$ cat src/rtl/aws_pkg.sv
package aws_pkg;
  localparam int unsigned FIELD_N  = 5;
  localparam int unsigned FIELD_W  = 8;
  localparam int unsigned TOD_W    = FIELD_N * FIELD_W;
  localparam int unsigned ADDR_W   = 3;
  localparam int unsigned MULT_W   = 5;
  localparam int unsigned CNT_W    = MULT_W + 6;

  localparam logic [ADDR_W-1:0] OFF_FLAGS  = 3'd0;
  localparam logic [ADDR_W-1:0] OFF_ALM_LO = 3'd2;
  localparam logic [ADDR_W-1:0] OFF_WDOG   = 3'd7;

  localparam int unsigned FLG_WD = 7;
  localparam int unsigned FLG_AL = 6;
  localparam int unsigned FLG_PF = 4;

  typedef struct packed {
    logic              steer;
    logic [MULT_W-1:0] mult;
    logic [1:0]        res;
  } wd_cfg_t;

  function automatic logic [CNT_W-1:0] wd_load(wd_cfg_t cfg);
    logic [CNT_W-1:0] base;
    base = CNT_W'(cfg.mult);
    return base << {cfg.res, 1'b0};
  endfunction
endpackage

$ cat src/rtl/aws_alarm_cmp.sv
module aws_alarm_cmp #(
  parameter int unsigned NF = 5,
  parameter int unsigned FW = 8
) (
  input  logic [NF*FW-1:0] alm_i,
  input  logic [NF*FW-1:0] tod_i,
  output logic             match_o
);
  logic [NF-1:0] fld_ok;

  for (genvar g = 0; g < NF; g++) begin : g_fld
    logic [FW-1:0] want;
    assign want      = {1'b0, alm_i[g*FW +: FW-1]};
    assign fld_ok[g] = alm_i[g*FW + FW-1] | (want == tod_i[g*FW +: FW]);
  end

  assign match_o = &fld_ok;
endmodule

$ cat src/rtl/aws_wdog.sv
module aws_wdog #(
  parameter int unsigned CW = 11
) (
  input  logic          clk_i,
  input  logic          rst_ni,
  input  logic          reload_i,
  input  logic [CW-1:0] load_i,
  input  logic          en_i,
  input  logic          tick_i,
  output logic          expire_o
);
  logic [CW-1:0] cnt_q;

  assign expire_o = tick_i & en_i & ~reload_i & (cnt_q == CW'(1));

  always_ff @(posedge clk_i or negedge rst_ni) begin
    if (!rst_ni) begin
      cnt_q <= '0;
    end else if (reload_i) begin
      cnt_q <= load_i;
    end else if (!en_i) begin
      cnt_q <= '0;
    end else if (tick_i) begin
      if (cnt_q == CW'(1)) cnt_q <= load_i;
      else if (cnt_q != '0) cnt_q <= cnt_q - CW'(1);
    end
  end
endmodule

$ cat src/rtl/aws_pulse.sv
module aws_pulse #(
  parameter int unsigned LEN = 8
) (
  input  logic clk_i,
  input  logic rst_ni,
  input  logic trig_i,
  output logic pulse_o
);
  localparam int unsigned PW = $clog2(LEN + 1);
  logic [PW-1:0] left_q;

  always_ff @(posedge clk_i or negedge rst_ni) begin
    if (!rst_ni)              left_q <= '0;
    else if (trig_i)          left_q <= PW'(LEN);
    else if (left_q != '0)    left_q <= left_q - PW'(1);
  end

  assign pulse_o = (left_q != '0);
endmodule

$ cat src/rtl/aws_supervisor.sv
module aws_supervisor
  import aws_pkg::*;
#(
  parameter int unsigned RST_LEN = 8
) (
  input  logic                clk_i,
  input  logic                rst_ni,
  input  logic                wr_en_i,
  input  logic                rd_en_i,
  input  logic [ADDR_W-1:0]   addr_i,
  input  logic [7:0]          wdata_i,
  output logic [7:0]          rdata_o,
  input  logic [TOD_W-1:0]    tod_i,
  input  logic                sec_tick_i,
  input  logic                fast_tick_i,
  input  logic                wd_kick_i,
  input  logic                pwr_fail_i,
  output logic                irq_o,
  output logic                wd_rst_o
);
  logic             wen;
  logic             wd_wr;
  logic             flag_rd;
  logic [TOD_W-1:0] alm_q;
  wd_cfg_t          wd_q;
  wd_cfg_t          wd_src;
  logic [CNT_W-1:0] wd_ld;
  logic             wd_expire;
  logic             alm_hit;
  logic             alm_event;
  logic             wdf_q, af_q, pff_q, wdirq_q;

  assign wen     = wr_en_i & ~pwr_fail_i;
  assign wd_wr   = wen & (addr_i == OFF_WDOG);
  assign flag_rd = rd_en_i & (addr_i == OFF_FLAGS);

  // alarm byte registers, one per field
  for (genvar g = 0; g < FIELD_N; g++) begin : g_alm
    localparam logic [ADDR_W-1:0] OFF = ADDR_W'(OFF_ALM_LO + g);
    always_ff @(posedge clk_i or negedge rst_ni) begin
      if (!rst_ni)                   alm_q[g*FIELD_W +: FIELD_W] <= '0;
      else if (wen && addr_i == OFF) alm_q[g*FIELD_W +: FIELD_W] <= wdata_i;
    end
  end

  always_ff @(posedge clk_i or negedge rst_ni) begin
    if (!rst_ni)    wd_q <= '0;
    else if (wd_wr) wd_q <= wd_cfg_t'(wdata_i);
  end

  aws_alarm_cmp #(.NF(FIELD_N), .FW(FIELD_W)) u_cmp (
    .alm_i   (alm_q),
    .tod_i   (tod_i),
    .match_o (alm_hit)
  );
  assign alm_event = sec_tick_i & alm_hit;

  // a write supplies the new interval in the same cycle it reloads
  assign wd_src = wd_wr ? wd_cfg_t'(wdata_i) : wd_q;
  assign wd_ld  = wd_load(wd_src);

  aws_wdog #(.CW(CNT_W)) u_wdog (
    .clk_i    (clk_i),
    .rst_ni   (rst_ni),
    .reload_i (wd_wr | wd_kick_i),
    .load_i   (wd_ld),
    .en_i     (wd_q.mult != '0),
    .tick_i   (fast_tick_i),
    .expire_o (wd_expire)
  );

  aws_pulse #(.LEN(RST_LEN)) u_rst (
    .clk_i   (clk_i),
    .rst_ni  (rst_ni),
    .trig_i  (wd_expire & wd_q.steer),
    .pulse_o (wd_rst_o)
  );

  // flags: a new event wins over a clearing read in the same cycle
  always_ff @(posedge clk_i or negedge rst_ni) begin
    if (!rst_ni) begin
      wdf_q   <= 1'b0;
      af_q    <= 1'b0;
      pff_q   <= 1'b0;
      wdirq_q <= 1'b0;
    end else begin
      wdf_q   <= wd_expire | (wdf_q & ~flag_rd);
      af_q    <= alm_event | (af_q & ~flag_rd);
      pff_q   <= pwr_fail_i | (pff_q & ~flag_rd);
      wdirq_q <= (wd_expire & ~wd_q.steer) | (wdirq_q & ~flag_rd);
    end
  end

  assign irq_o = af_q | wdirq_q;

  always_comb begin
    rdata_o = '0;
    case (addr_i)
      OFF_FLAGS: begin
        rdata_o[FLG_WD] = wdf_q;
        rdata_o[FLG_AL] = af_q;
        rdata_o[FLG_PF] = pff_q;
      end
      OFF_WDOG: rdata_o = wd_q;
      3'd1:     rdata_o = '0;
      default:  rdata_o = alm_q[(32'(addr_i) - 32'(OFF_ALM_LO))*FIELD_W +: FIELD_W];
    endcase
  end
endmodule

$ cat config.mk
export PLATFORM = sky130hd
export DESIGN_NAME = aws_supervisor
export DESIGN_NICKNAME = d
export VERILOG_FILES = /design/src/rtl/aws_pkg.sv /design/src/rtl/aws_alarm_cmp.sv /design/src/rtl/aws_wdog.sv /design/src/rtl/aws_pulse.sv /design/src/rtl/aws_supervisor.sv
export SDC_FILE = /design/constraint.sdc
export NUM_CORES = 1
export LEC_CHECK = 0
export ABC_AREA = 1
export BUFFER_PORTS_ARGS = -buffer_cell sky130_fd_sc_hd__buf_4
export CAP_MARGIN = 5
export CORE_UTILIZATION = 57
export DETAILED_ROUTE_END_ITERATION = 10
export HOLD_SLACK_MARGIN = 0.1
export PLACE_DENSITY = 0.82
export SYNTH_ARGS = -nofsm -noshare
export SYNTH_HDL_FRONTEND = slang
export SYNTH_SLANG_ARGS = --single-unit
$ cat constraint.sdc
create_clock -name clk_i -period 2.2 [get_ports clk_i]
set_clock_uncertainty 0.1 [all_clocks]
set_input_delay 0.22 -clock clk_i [delete_from_list [all_inputs] [get_ports clk_i]]
set_output_delay 0.22 -clock clk_i [all_outputs]
set_load 0.02 [all_outputs]
# Word-level counts from Yosys, hierarchy flattened
# Index checks and enable logic that the tools add are counted.
[word_totals] ff_bits=67 output_inout_bits=10 in_bits=59
[op_classes] n_mux=12 n_shift=2 n_addsub=3 eq_ne=15 reduce_logical=13 bitwise=28
[ops] cell="$mux 11" count=5
[ops] cell="$eq 7x8->1" count=5
[ops] cell="$shiftx 40x33->8" count=1
[ops] cell="$and 1x1->1" count=13
[ops] cell="$eq 3x3->1 const B" count=4
[ops] cell="$eq 11x1->1 const B" count=1
[ops] cell="$or 1x1->1" count=11
[ops] cell="$reduce_bool 11->1" count=1
[ops] cell="$shl 5x3->11" count=1
[ops] cell="$sub 11x1->11 const B" count=1
[ops] cell="$mux 4" count=2
[ops] cell="$pmux 4 s2" count=1
[ops] cell="$mux 7" count=1
[ops] cell="$eq 3x2->1 const B" count=2
[ops] cell="$pmux 2 s3" count=1
[ops] cell="$logic_and 1x1->1" count=5
[ops] cell="$reduce_and 5->1" count=1
[ops] cell="$reduce_bool 5->1" count=1
[ops] cell="$ne 4x3->1 const B" count=1
[ops] cell="$not 1->1" count=4
[ops] cell="$reduce_bool 4->1" count=1
[ops] cell="$sub 3x2->4 const B" count=1
[ops] cell="$sub 4x1->4 const B" count=1
[ops] cell="$eq 3x1->1 const B" count=1
[ops] cell="other kinds (7)" count=7

# Depth between registers and ports, before layout
# Gate-level depths: netlist of run 1.
[logic_depth] depth_word=9 depth_mapped=12 ltp_nobuf=12

# By module
# From an unflattened synthesis of run 1, not the netlist that was laid out.
[unflattened] cells_unflattened=696 area_unflattened_um2=4687.0
[by_module_without_submodules] module="aws_supervisor" instances=1 seq_area_each_um2=1301.2 cells_per_inst=339 area_per_inst_um2=2677.6
[by_module_without_submodules] module="aws_wdog" instances=1 seq_area_each_um2=275.3 cells_per_inst=184 area_per_inst_um2=1128.6
[by_module_without_submodules] module="aws_alarm_cmp" instances=1 seq_area_each_um2=0.0 cells_per_inst=145 area_per_inst_um2=659.4
[by_module_without_submodules] module="aws_pulse" instances=1 seq_area_each_um2=100.1 cells_per_inst=28 area_per_inst_um2=221.5

# Least setup slack after synthesis of run 1
# Ideal clock, no wire load.
[synth_timing] path_kind="input to output" start="in addr_i[2]" end="out rdata_o[3]" setup_slack_ps=384 stages=7 arrival_ps=1496 path_buffers=1 path_cell_list="inv_2 -> ha_1 -> inv_1 -> clkbuf_1 -> o31ai_1 -> nand2_1 -> o21ai_0"
[synth_between] elab_chain_cells=3 elab_cells_between_ends=7
[synth_rtl] element="start, declared" line="aws_supervisor.sv:10" rtl="input logic [ADDR_W-1:0] addr_i,"
[synth_rtl] element="$sub 3x2->4, or another cell as far along" line="aws_supervisor.sv:106" rtl="default: rdata_o = alm_q[(32'(addr_i) - 32'(OFF_ALM_LO))*FIELD_W +: FIELD_W];"
[synth_rtl] element="$shiftx 40x33->8 / $reduce_or 2->1 (equally long branches)"
[synth_rtl] element="$pmux 4 s2 (*)" line="aws_supervisor.sv:98" rtl="case (addr_i)"
[synth_rtl] element="end, declared" line="aws_supervisor.sv:12" rtl="output logic [7:0] rdata_o,"
# Every way passes the cells marked *; elsewhere a longest branch is shown, timed or not.

# Worst setup path in the final report of run 1
[layout_timing] start="in pwr_fail_i" end="reg wdf_q"
[layout_between] elab_chain_cells=8
[layout_rtl] element="start, declared" line="aws_supervisor.sv:17" rtl="input logic pwr_fail_i,"
[layout_rtl] element="$not 1->1" line="aws_supervisor.sv:33" rtl="assign wen = wr_en_i & ~pwr_fail_i;"
[layout_rtl] element="$and 1x1->1" line="aws_supervisor.sv:33"
[layout_rtl] element="$and 1x1->1" line="aws_supervisor.sv:34" rtl="assign wd_wr = wen & (addr_i == OFF_WDOG);"
[layout_rtl] element="$or 1x1->1" line="aws_supervisor.sv:65" rtl=".reload_i (wd_wr | wd_kick_i),"
[layout_rtl] element="$not 1->1" line="aws_wdog.sv:14" rtl="assign expire_o = tick_i & en_i & ~reload_i & (cnt_q == CW'(1));"
[layout_rtl] element="$and 1x1->1 (2 in a row)" line="aws_wdog.sv:14"
[layout_rtl] element="$or 1x1->1" line="aws_supervisor.sv:87" rtl="wdf_q <= wd_expire | (wdf_q & ~flag_rd);"
[layout_rtl] element="end signal, assigned" line="aws_supervisor.sv:87"
[layout_rtl] element="end, declared" line="aws_supervisor.sv:31" rtl="logic wdf_q, af_q, pff_q, wdirq_q;"
# Every way passes these cells.
# A chain may end at the register's enable or synchronous reset.

==> impl_metrics.toml, run 1 <==
[synth]
yosys_warnings = 0
synth_cell_types = 34
synth_top_flop_cell = "dfrtp_1"
synth_area_um2 = 4250
netlist_top_cells_area = "dfrtp_1, nand2_1, inv_1"
synth-xor-area-share_pct = 4.95
syn_avg_cell_area_um2 = 7.00
yosys.area.top_type = "dfrtp_1"
synth.top_cell.area_share_pct = 39.4
synth_compound_area_share_pct = 13.5
seq_area_frac_synth_pct = 39.4
synth-simple-area-share_pct = 31.7
syn_nets = 671
synth_mux_area_share_pct = 0
synth_fa_ha_area_share_pct = 1.47
syn-instance-count = 607
synth_edf_count = 0
synth-seq-cells = 67
synthArstFlopShare_pct = 100
synth_top_family_by_area = "simple AND/OR/NAND/NOR gates"

[global_route]
grt_usage_pct = 34.7
grt_pass1_wl_um = 20100
grt_pass1_vias = 4164
grt_start_max_net_pins = 68
antenna_found_initial = 0
grt_overflow = 0

[clocking]
cts-root-buf = "clkbuf_8"
numCtsBuffers = 9
clk_pin_slew_ps = 80
insertion_delay_ps = 350
cts_tree = "done"
cts_num_sinks = 67
htreeDepth = 3
clockBufferDepth = 2

[setup_path]
critPathSlowestCell = "dlygate4sd3_1"
cp_cell_sequence = "dlygate4sd3_1, buf_4, inv_1, nand2_2, nor2_4, nor2_4, nand2_2, inv_2, nand3_1, nand2_1, dlygate4sd3_1"
required_ps = 2330
cp-end-kind = "flop"
start_kind = "primary input"
critPathMaxFanout = 7
path_class = "primary input to flop"
slowest_delay_ps = 560
arrival_ps = 2210

[layout]
nNetsFinal = 766
num_antenna_cells = 0
final_cells = 805
layout_commonest_cell = "nand2_1"
fill_cells = 589
final_cell_mix = "nand2_1, inv_1, buf_4, dfrtp_1, o21ai_0"
area_delta_synth_final_pct = 25.9
drive_above_1_share_pct = 18.0

[route]
drc = 0
drtAntennaViolNets = 0
drt_first_pass_iters = 6
num_vias = 4405
drt-total-wl_um = 12900
wl_per_cell_um = 16.0
via_per_inst = 5.47
drt_iter0_markers = 303

[floorplanning]
rows = 31
core_area_um2 = 7210
die_h_um = 88.4
floorplan.initialDensity_pct = 58.9
dieArea_um2 = 7810
io_pins = 69
die_w_um = 88.4

[power_and_ir_drop]
p_per_area_nw_per_um2 = 902
p_leak_nw = 2.75
finalPower_mw = 4.83
peakVddDrop_mv = 0.605

[sta]
slew_headroom_pct = 43.5
fmaxAchievable_ghz = 0.482
hold_violations = 0
setup_viol_count_final = 0
final_max_slew_viol_count = 0
tightest_slew_ps = 847
finalCritPeriodShare_pct = 94.3
tns_ps = 0
final.min_clock_period_ps = 2080
rsz0062_at_grt = "no"

[placed_design]
gpl.final_weighted_congestion = 0.958
dp_hpwl_um = 9350
port_buffers = 68
placed_cells = 777

[min_path]
holdCritPathClass = "primary input to flop"

[run]
drv_cap = 0

[outcome]
status = "finished clean"
[kinds of logic (layout without fill, tap and decap cells)]
logic type                 Yosys count  after routing
and+or+nand+nor                    309            309
AOI/OAI and AO/OA                  103            103
buffers and inverters               99            198
DFF                                 67             67
xor gates and xnor gates            24             24
adders and majority gates            5              5
[routing by layer]
metal	vias to the layer above	wire length (um)	share of wire, %	track usage [%]
met4	0	221	1.7	11.6
met5	-	0	0	0
met1	2075	5600	43	45.9
met2	180	6070	47	57.2
met3	24	996	7.7	6.90
li1	2126	-	-	-
[power breakdown]
part / total (mW) / internal (mW) / switching, mW
Clock: 1.39 / 0.868 / 0.519
Sequential: 1.81 / 1.54 / 0.267
Combinational: 1.63 / 0.655 / 0.979
Total: 4.83 / 3.06 / 1.76
[worst paths after layout]
path / startpoint / to / slack [ps] / cells past startpoint
worst min-delay path: rd_en_i / af_q$_DFF_PN0_ / 110 / 4
min in group asynchronous: rst_ni / u_rst.left_q[2]$_DFFE_PN0P_ / 420 / 2
worst min register to register: alm_q[13]$_DFFE_PN0P_ / alm_q[13]$_DFFE_PN0P_ / 390 / 2
worst max-delay path: pwr_fail_i / wdf_q$_DFF_PN0_ / 120 / 11
max in group asynchronous: rst_ni / alm_q[8]$_DFFE_PN0P_ / 1020 / 2
worst max register to register: u_wdog.cnt_q[8]$_DFFE_PN0P_ / u_wdog.cnt_q[4]$_DFFE_PN0P_ / 180 / 9
[synth_stat cells (all sizes together) (5+ instances only)]
cell,count
a21oi,17
clkbuf,5
dfrtp,67
ha,5
inv,90
nand2,187
nand3,44
nand3b,5
nand4,7
nor2,51
o21ai,68
or2,11
xnor2,14
xor2,10
[worst max-delay path: cells and delay by family]
kind / cells / cell delay [ps]
buffers and inverters: 5 / 1450
and+or+nand+nor: 6 / 530
[state kept, by name, summed over array words and instances (netlist names)]
name,flops
wdf_q,1
pff_q,1
wdirq_q,1
wd_q,8
u_wdog.cnt_q,11
u_rst.left_q,4
af_q,1
alm_q,40
[layout make-up]
class                      instances  area [um2]  share of cell area [%]
clock buffer                       9         124                    2.31
clock inverter                     6         138                    2.57
timing repair buffer              93         731                    13.7
sequential                        67        1680                    31.3
inverter                          90         338                    6.31
multi-input combinational        441        2220                    41.5
tap                               99         124                    2.31
[per-stage QoR]
stage                     util, %  setup slack [ps]  hold slack (ps)  cell area (um2)
after global placement       68.3               257              268             4930
final                        74.2               125              106             5350
after global routing         74.2              10.8              152             5350
after floorplan                 -               384             -176             4250
after CTS                    73.8               122              102             5320
after detailed placement     68.3               188              278             4930
[timing repair]
action                                  in CTS  in global routing
hold endpoints to repair                    83                  0
setup buffers                                0                  0
hold buffers                                13                  0
endpoints found under the setup margin       0                 18
resized for setup                            0                  9
Note: power is estimated with default switching activity, not from simulation.
==> inputs of run 2 (changes only) <==
Settings changed: CORE_UTILIZATION 57 to 58, PLACE_DENSITY 0.82 to 0.83, SYNTH_HIERARCHICAL set to 1.
==> run 2 against run 1 <==
Combinational power is 20% higher. Routed wire length is 2.5% lower. Non-clock buffer count is 7 lower. Sequential power is 7% higher. Setup slack better by 170 ps. Total power is 1.4% higher.
==> impl_metrics.toml, run 2 <==
[outcome]
status = "finished clean"

[floorplanning]
die_w_um = 91.9
core_area_um2 = 7770
dieArea_um2 = 8440
io_pins = 69
floorplan.initialDensity_pct = 60.3
die_h_um = 91.9
rows = 32

[synth]
synth_cell_types = 36
synth_edf_count = 0
synthArstFlopShare_pct = 100
synth_area_um2 = 4690
syn_avg_cell_area_um2 = 6.73
syn-instance-count = 696
yosys_warnings = 6
synth-seq-cells = 67
seq_area_frac_synth_pct = 35.8
syn_nets = 759
synth.top_cell.area_share_pct = 35.8
yosys.area.top_type = "dfrtp_1"
netlist_top_cells_area = "dfrtp_1, nand2_1, inv_1"
ys_top_cells_by_count = "nand2_1, inv_1, dfrtp_1"
synth_top_flop_cell = "dfrtp_1"
yosysMostFrequentCell = "nand2_1"

[route]
drt-total-wl_um = 12600
wl_per_cell_um = 14.1
drt_iter0_markers = 385
drc = 0
via_per_inst = 5.32
num_vias = 4729
drt_first_pass_iters = 5
drtAntennaViolNets = 0

[sta]
finalCritPeriodShare_pct = 86.7
hold_violations = 0
final_max_slew_viol_count = 0
fmaxAchievable_ghz = 0.524
rsz0062_at_grt = "no"
tightest_slew_ps = 524
setup_viol_count_final = 0
holdWs_ps = 164
final.min_clock_period_ps = 1910
slew_headroom_pct = 64.9
tns_ps = 0

[clocking]
numCtsBuffers = 9
postCtsHoldBufs = 9
post_cts_buffers = 0
cts_tree = "done"
cts_resized = 0
clk_pin_slew_ps = 70
htreeDepth = 3
cts-root-buf = "clkbuf_8"
clockBufferDepth = 2
cts_num_sinks = 67
insertion_delay_ps = 350

[layout]
top_register = "alm_q"
final_cell_mix = "nand2_1, inv_1, buf_4, dfrtp_1, nor2_1"
register_area_um2 = 1680
final_area_um2 = 5620
final_core_util_pct = 72.3
drive_above_1_share_pct = 18.4
layout_commonest_cell = "nand2_1"
num_antenna_cells = 0
multiInputGateArea_um2 = 2540
largest_reg_flops = 40
fill_cells = 667
nNetsFinal = 846
area_delta_synth_final_pct = 19.9
largestRegisters = "alm_q x40, u_wdog/cnt_q x11, wd_q x8"

[setup_path]
required_ps = 2330
path_class = "flop to flop"
arrival_ps = 2040
cp-end-kind = "flop"
critPathMaxFanout = 15
start_kind = "flop"

[placed_design]
port_buffers = 68
placed_area_um2 = 5330
gpl.final_weighted_congestion = 0.964
dp_hpwl_um = 9780

[power_and_ir_drop]
p_leak_nw = 3.03
p_per_area_nw_per_um2 = 872
peakVddDrop_mv = 0.503

[global_route]
grt_pass1_wl_um = 20700
antenna_found_initial = 0
grt_usage_pct = 31.8
grt_pass1_vias = 4286
grt_start_max_net_pins = 39
grt_overflow = 0

[min_path]
holdCritPathClass = "primary input to flop"

[run]
drv_cap = 0
[run 2: cell types whose count changed in the layout (fill, tap and decap cells not counted), sizes merged, moves of 7 or more]
cell | before | now
nand3 | 44 | 37
nor2 | 51 | 73
inv | 91 | 104
nand2 | 187 | 268
or2 | 11 | 3
xor2 | 10 | 1
[run 2: cells by family after synthesis]
logic type / synth area share (%)
AND/OR/NAND/NOR: 39.9
buffers and inverters: 10.0
AO/OA/AOI/OAI: 10.1
XOR/XNOR: 3.18
adder cells (fa/ha/maj): 1.07
flip-flops: 35.8
[run 2: area by class of cell]
type                    count  share of cell area [%]
clock buffers              13                    2.83
clock inverters             2                   0.624
inverters                 106                    7.08
multi-input cells         513                    45.2
flip-flops and latches     67                    29.8
well taps                 102                    2.27
repair buffers             86                    12.1
[run 2: worst paths after layout]
path                                              from                           to  slack [ps]  cells after the start
hold reg to reg            u_rst/left_q[3]$_DFFE_PN0P_  u_rst/left_q[3]$_DFFE_PN0P_         420                      2
setup / recovery           u_wdog/cnt_q[1]$_DFFE_PN0P_  u_rst/left_q[1]$_DFFE_PN0P_         290                     11
max in group asynchronous                       rst_ni        alm_q[17]$_DFFE_PN0P_        1180                      3
min in group asynchronous                       rst_ni  u_rst/left_q[0]$_DFFE_PN0P_         290                      2
hold / removal                              wdata_i[3]            wd_q[3]$_DFF_PN0_         160                      5
setup reg to reg           u_wdog/cnt_q[1]$_DFFE_PN0P_  u_rst/left_q[1]$_DFFE_PN0P_         290                     11
[run 2: through the flow]
| stage | total power, mW | worst slack, ps | std cells |
|---|---|---|---|
| floorplan | 3.23 | 391 | 696 |
| global placement | 3.78 | 261 | 865 |
| detailed placement | 3.84 | 179 | 865 |
| CTS | 4.87 | 308 | 889 |
| global route | 5.26 | 96.2 | 889 |
| finish | 4.90 | 293 | 889 |
[run 2: where the power goes]
| group | internal, mW | switching (mW) | total (mW) | leakage, nW |
|---|---|---|---|---|
| combinational | 0.764 | 1.18 | 1.95 | 2.11 |
| sequential | 1.55 | 0.375 | 1.93 | 0.820 |
| clock | 0.578 | 0.443 | 1.02 | 0.0995 |
[run 2: critical path, cell delays in order (launching register included)]
cell	delay, ps
dfrtp_1	410
inv_1	90
ha_1	210
nand2_1	110
nor2_4	200
nand2_4	170
nor2_1	170
nand2_1	70
inv_1	70
inv_2	60
nand4_1	80
nand2_1	60
[run 2: routing by layer]
layer / vias up / global-route usage, % / routed length, um
met5: - / 0 / 0
met4: 0 / 8.72 / 266
met3: 25 / 6.80 / 1120
met2: 212 / 47.0 / 5280
met1: 2168 / 47.1 / 5900
li1: 2324 / - / -
==> inputs of run 3 (changes only) <==
Settings changed: ABC_AREA 1 to 0.
==> run 3 against run 2 <==
Clock-buffer cell count is 4 lower. Clock power hardly changed. Sequential power is 4% higher. Synthesized cell count is 36% lower. Combinational power is 18% higher. Worst hold slack worse by 49 ps. Via count is 14% lower. Cell count is 28% lower. Non-clock buffer count is 20 higher. Setup slack worse by 180 ps.
==> impl_metrics.toml, run 3 <==
[floorplanning]
io_pins = 69
dieArea_um2 = 7970
die_w_um = 89.3
rows = 31
core_area_um2 = 7290
floorplan.initialDensity_pct = 60.6
die_h_um = 89.3

[power_and_ir_drop]
p_per_area_nw_per_um2 = 988
p_leak_nw = 2.42
power.switching_mw = 2.09
switching_share_pct = 38.9
pwr-share-clk_pct = 19.7
p_int_mw = 3.28
pwr-share-comb_pct = 42.8
finalPower_mw = 5.36
peakVddDrop_mv = 0.715
p_seq_share_pct = 37.6

[synth]
synth_cell_types = 65
netlist_top_cells_area = "dfrtp_1, mux2_2, xor2_1"
synth-seq-cells = 67
synth.top_cell.area_share_pct = 38.0
seq_area_frac_synth_pct = 38.0
yosys_warnings = 6
synth_edf_count = 0
yosys.area.top_type = "dfrtp_1"
syn_avg_cell_area_um2 = 9.90
syn-instance-count = 446
syn_nets = 509
yosysMostFrequentCell = "dfrtp_1"
ys_top_cells_by_count = "dfrtp_1, mux2_2, nand2_1"
synthArstFlopShare_pct = 100
synth_top_flop_cell = "dfrtp_1"
synth_area_um2 = 4420

[route]
wirelength_met1_um = 5350
drt_first_pass_iters = 5
drtAntennaViolNets = 0
top_layer = "met4"
met3WireLength_um = 1130
wl_per_cell_um = 19.8
drt_iter0_markers = 422
via_per_inst = 6.36
wl_met2_um = 5820
drt-total-wl_um = 12700
num_vias = 4071
drc = 0

[sta]
holdWs_ps = 115
final_max_slew_viol_count = 0
finalCritPeriodShare_pct = 95.0
hold_violations = 0
slew_headroom_pct = 43.9
tightest_slew_ps = 842
setup_viol_count_final = 0
setup_ws_ps = 110
final.min_clock_period_ps = 2090
rsz0062_at_grt = "no"
fmaxAchievable_ghz = 0.478

[min_path]
min_path_cells = 4
holdCritPathClass = "primary input to flop"
min_to = "wdirq_q$_DFF_PN0_"
hold_start = "rd_en_i"

[run]
drv_cap = 0

[layout]
final_core_util_pct = 74.5
area_delta_synth_final_pct = 22.9
final_cell_mix = "buf_4, dfrtp_1, mux2_2, nand2_1, nor2_1"
num_antenna_cells = 0
largest_reg_flops = 40
top_register = "alm_q"
largestRegisters = "alm_q x40, u_wdog/cnt_q x11, wd_q x8"
drive_above_1_share_pct = 34.6
layout_commonest_cell = "buf_4"
nNetsFinal = 599

[clocking]
numCtsBuffers = 9
clockBufferDepth = 2
cts_num_sinks = 67
insertion_delay_ps = 350
clk_pin_slew_ps = 80
cts-root-buf = "clkbuf_8"
htreeDepth = 3
cts_tree = "done"

[setup_path]
cp-end-kind = "primary output"
required_ps = 1880
arrival_ps = 1770
critPathMaxFanout = 10
start_kind = "primary input"
r2r_cells = 8
path_class = "primary input to primary output"
r2r-end = "u_rst/left_q[0]$_DFFE_PN0P_"
regToRegSetupSlack_ps = 120
r2r-start = "u_wdog/cnt_q[1]$_DFFE_PN0P_"

[global_route]
grt_pass1_wl_um = 19300
grt_start_max_net_pins = 68
grt_pass1_vias = 3789
grt_usage_pct = 33.3
antenna_found_initial = 0
grt_overflow = 0

[placed_design]
dp_hpwl_um = 9160
gpl.final_weighted_congestion = 1.04
port_buffers = 68
pre_cts_ws_ps = 125

[outcome]
status = "finished clean"
run 3: worst max path at each step:
stage	cells after the start	endpoint	slack [ps]	start
3_3_place_gp	6	u_rst/left_q[0]$_DFFE_PN0P_	160	u_wdog/cnt_q[6]$_DFFE_PN0P_
3_5_place_dp	6	rdata_o[1]	130	addr_i[2]
4_1_cts	6	u_rst/left_q[0]$_DFFE_PN0P_	110	u_wdog/cnt_q[6]$_DFFE_PN0P_
6_report	6	rdata_o[0]	110	addr_i[2]
5_1_grt	6	rdata_o[0]	20	addr_i[2]
2_1_floorplan	6	rdata_o[0]	-120	addr_i[2]
run 3: power groups by stage:
stage	Combinational [mW]	Sequential, mW	Clock, mW
after floorplan	1.52	1.87	0
after global placement	2.10	2.00	0
after detailed placement	2.15	2.02	0
after CTS	2.18	2.00	1.06
after global routing	2.47	2.06	1.12
final	2.30	2.01	1.05
run 3: cell type report:
cell class	count	area (um2)
Clock inverter	7	76.3
Sequential cell	67	1680
Tap cell	99	124
Inverter	16	60.1
Fill cell	530	1860
Clock buffer	9	124
Timing Repair Buffer	106	823
Multi-Input combinational cell	336	2540
run 3: metrics by stage:
step | std cells | cell area [um2] | TNS (ps)
floorplan | 446 | 4420 | -620
global placement | 615 | 5150 | 0
detailed placement | 615 | 5150 | 0
CTS | 637 | 5410 | 0
global route | 640 | 5430 | 0
finish | 640 | 5430 | 0
run 3: routing by layer:
metal  up-vias  global-route usage [%]
met3        36                    5.63
met1      1947                    45.5
met2       277                    52.0
met4         0                    15.3
met5         -                       0
li1       1811                       -
run 3: logic make-up (layout without fill, tap and decap cells):
| group | count (synthesis) | after routing | share of synthesized area (%) |
|---|---|---|---|
| and+or+nand+nor | 134 | 134 | 17.4 |
| AOI/OAI and AO/OA | 103 | 103 | 15.2 |
| DFF | 67 | 67 | 38.0 |
| muxes | 59 | 59 | 16.7 |
| buffers and inverters | 43 | 138 | 4.53 |
| xor gates and xnor gates | 36 | 36 | 7.14 |
| adders and majority gates | 4 | 4 | 1.13 |
run 3: repair_timing:
| action | CTS | global route |
|---|---|---|
| endpoints found under the setup margin | 0 | 2 |
| endpoints found under the hold margin | 79 | 0 |
| resized for setup | 0 | 2 |
| buffers inserted | 0 | 3 |
| hold buffers | 6 | 0 |
run 3: critical path: stages:
cell and delay (ps):
buf_4 160, inv_1 90, ha_1 380, or4b_1 550, o21ai_0 200, buf_4 170
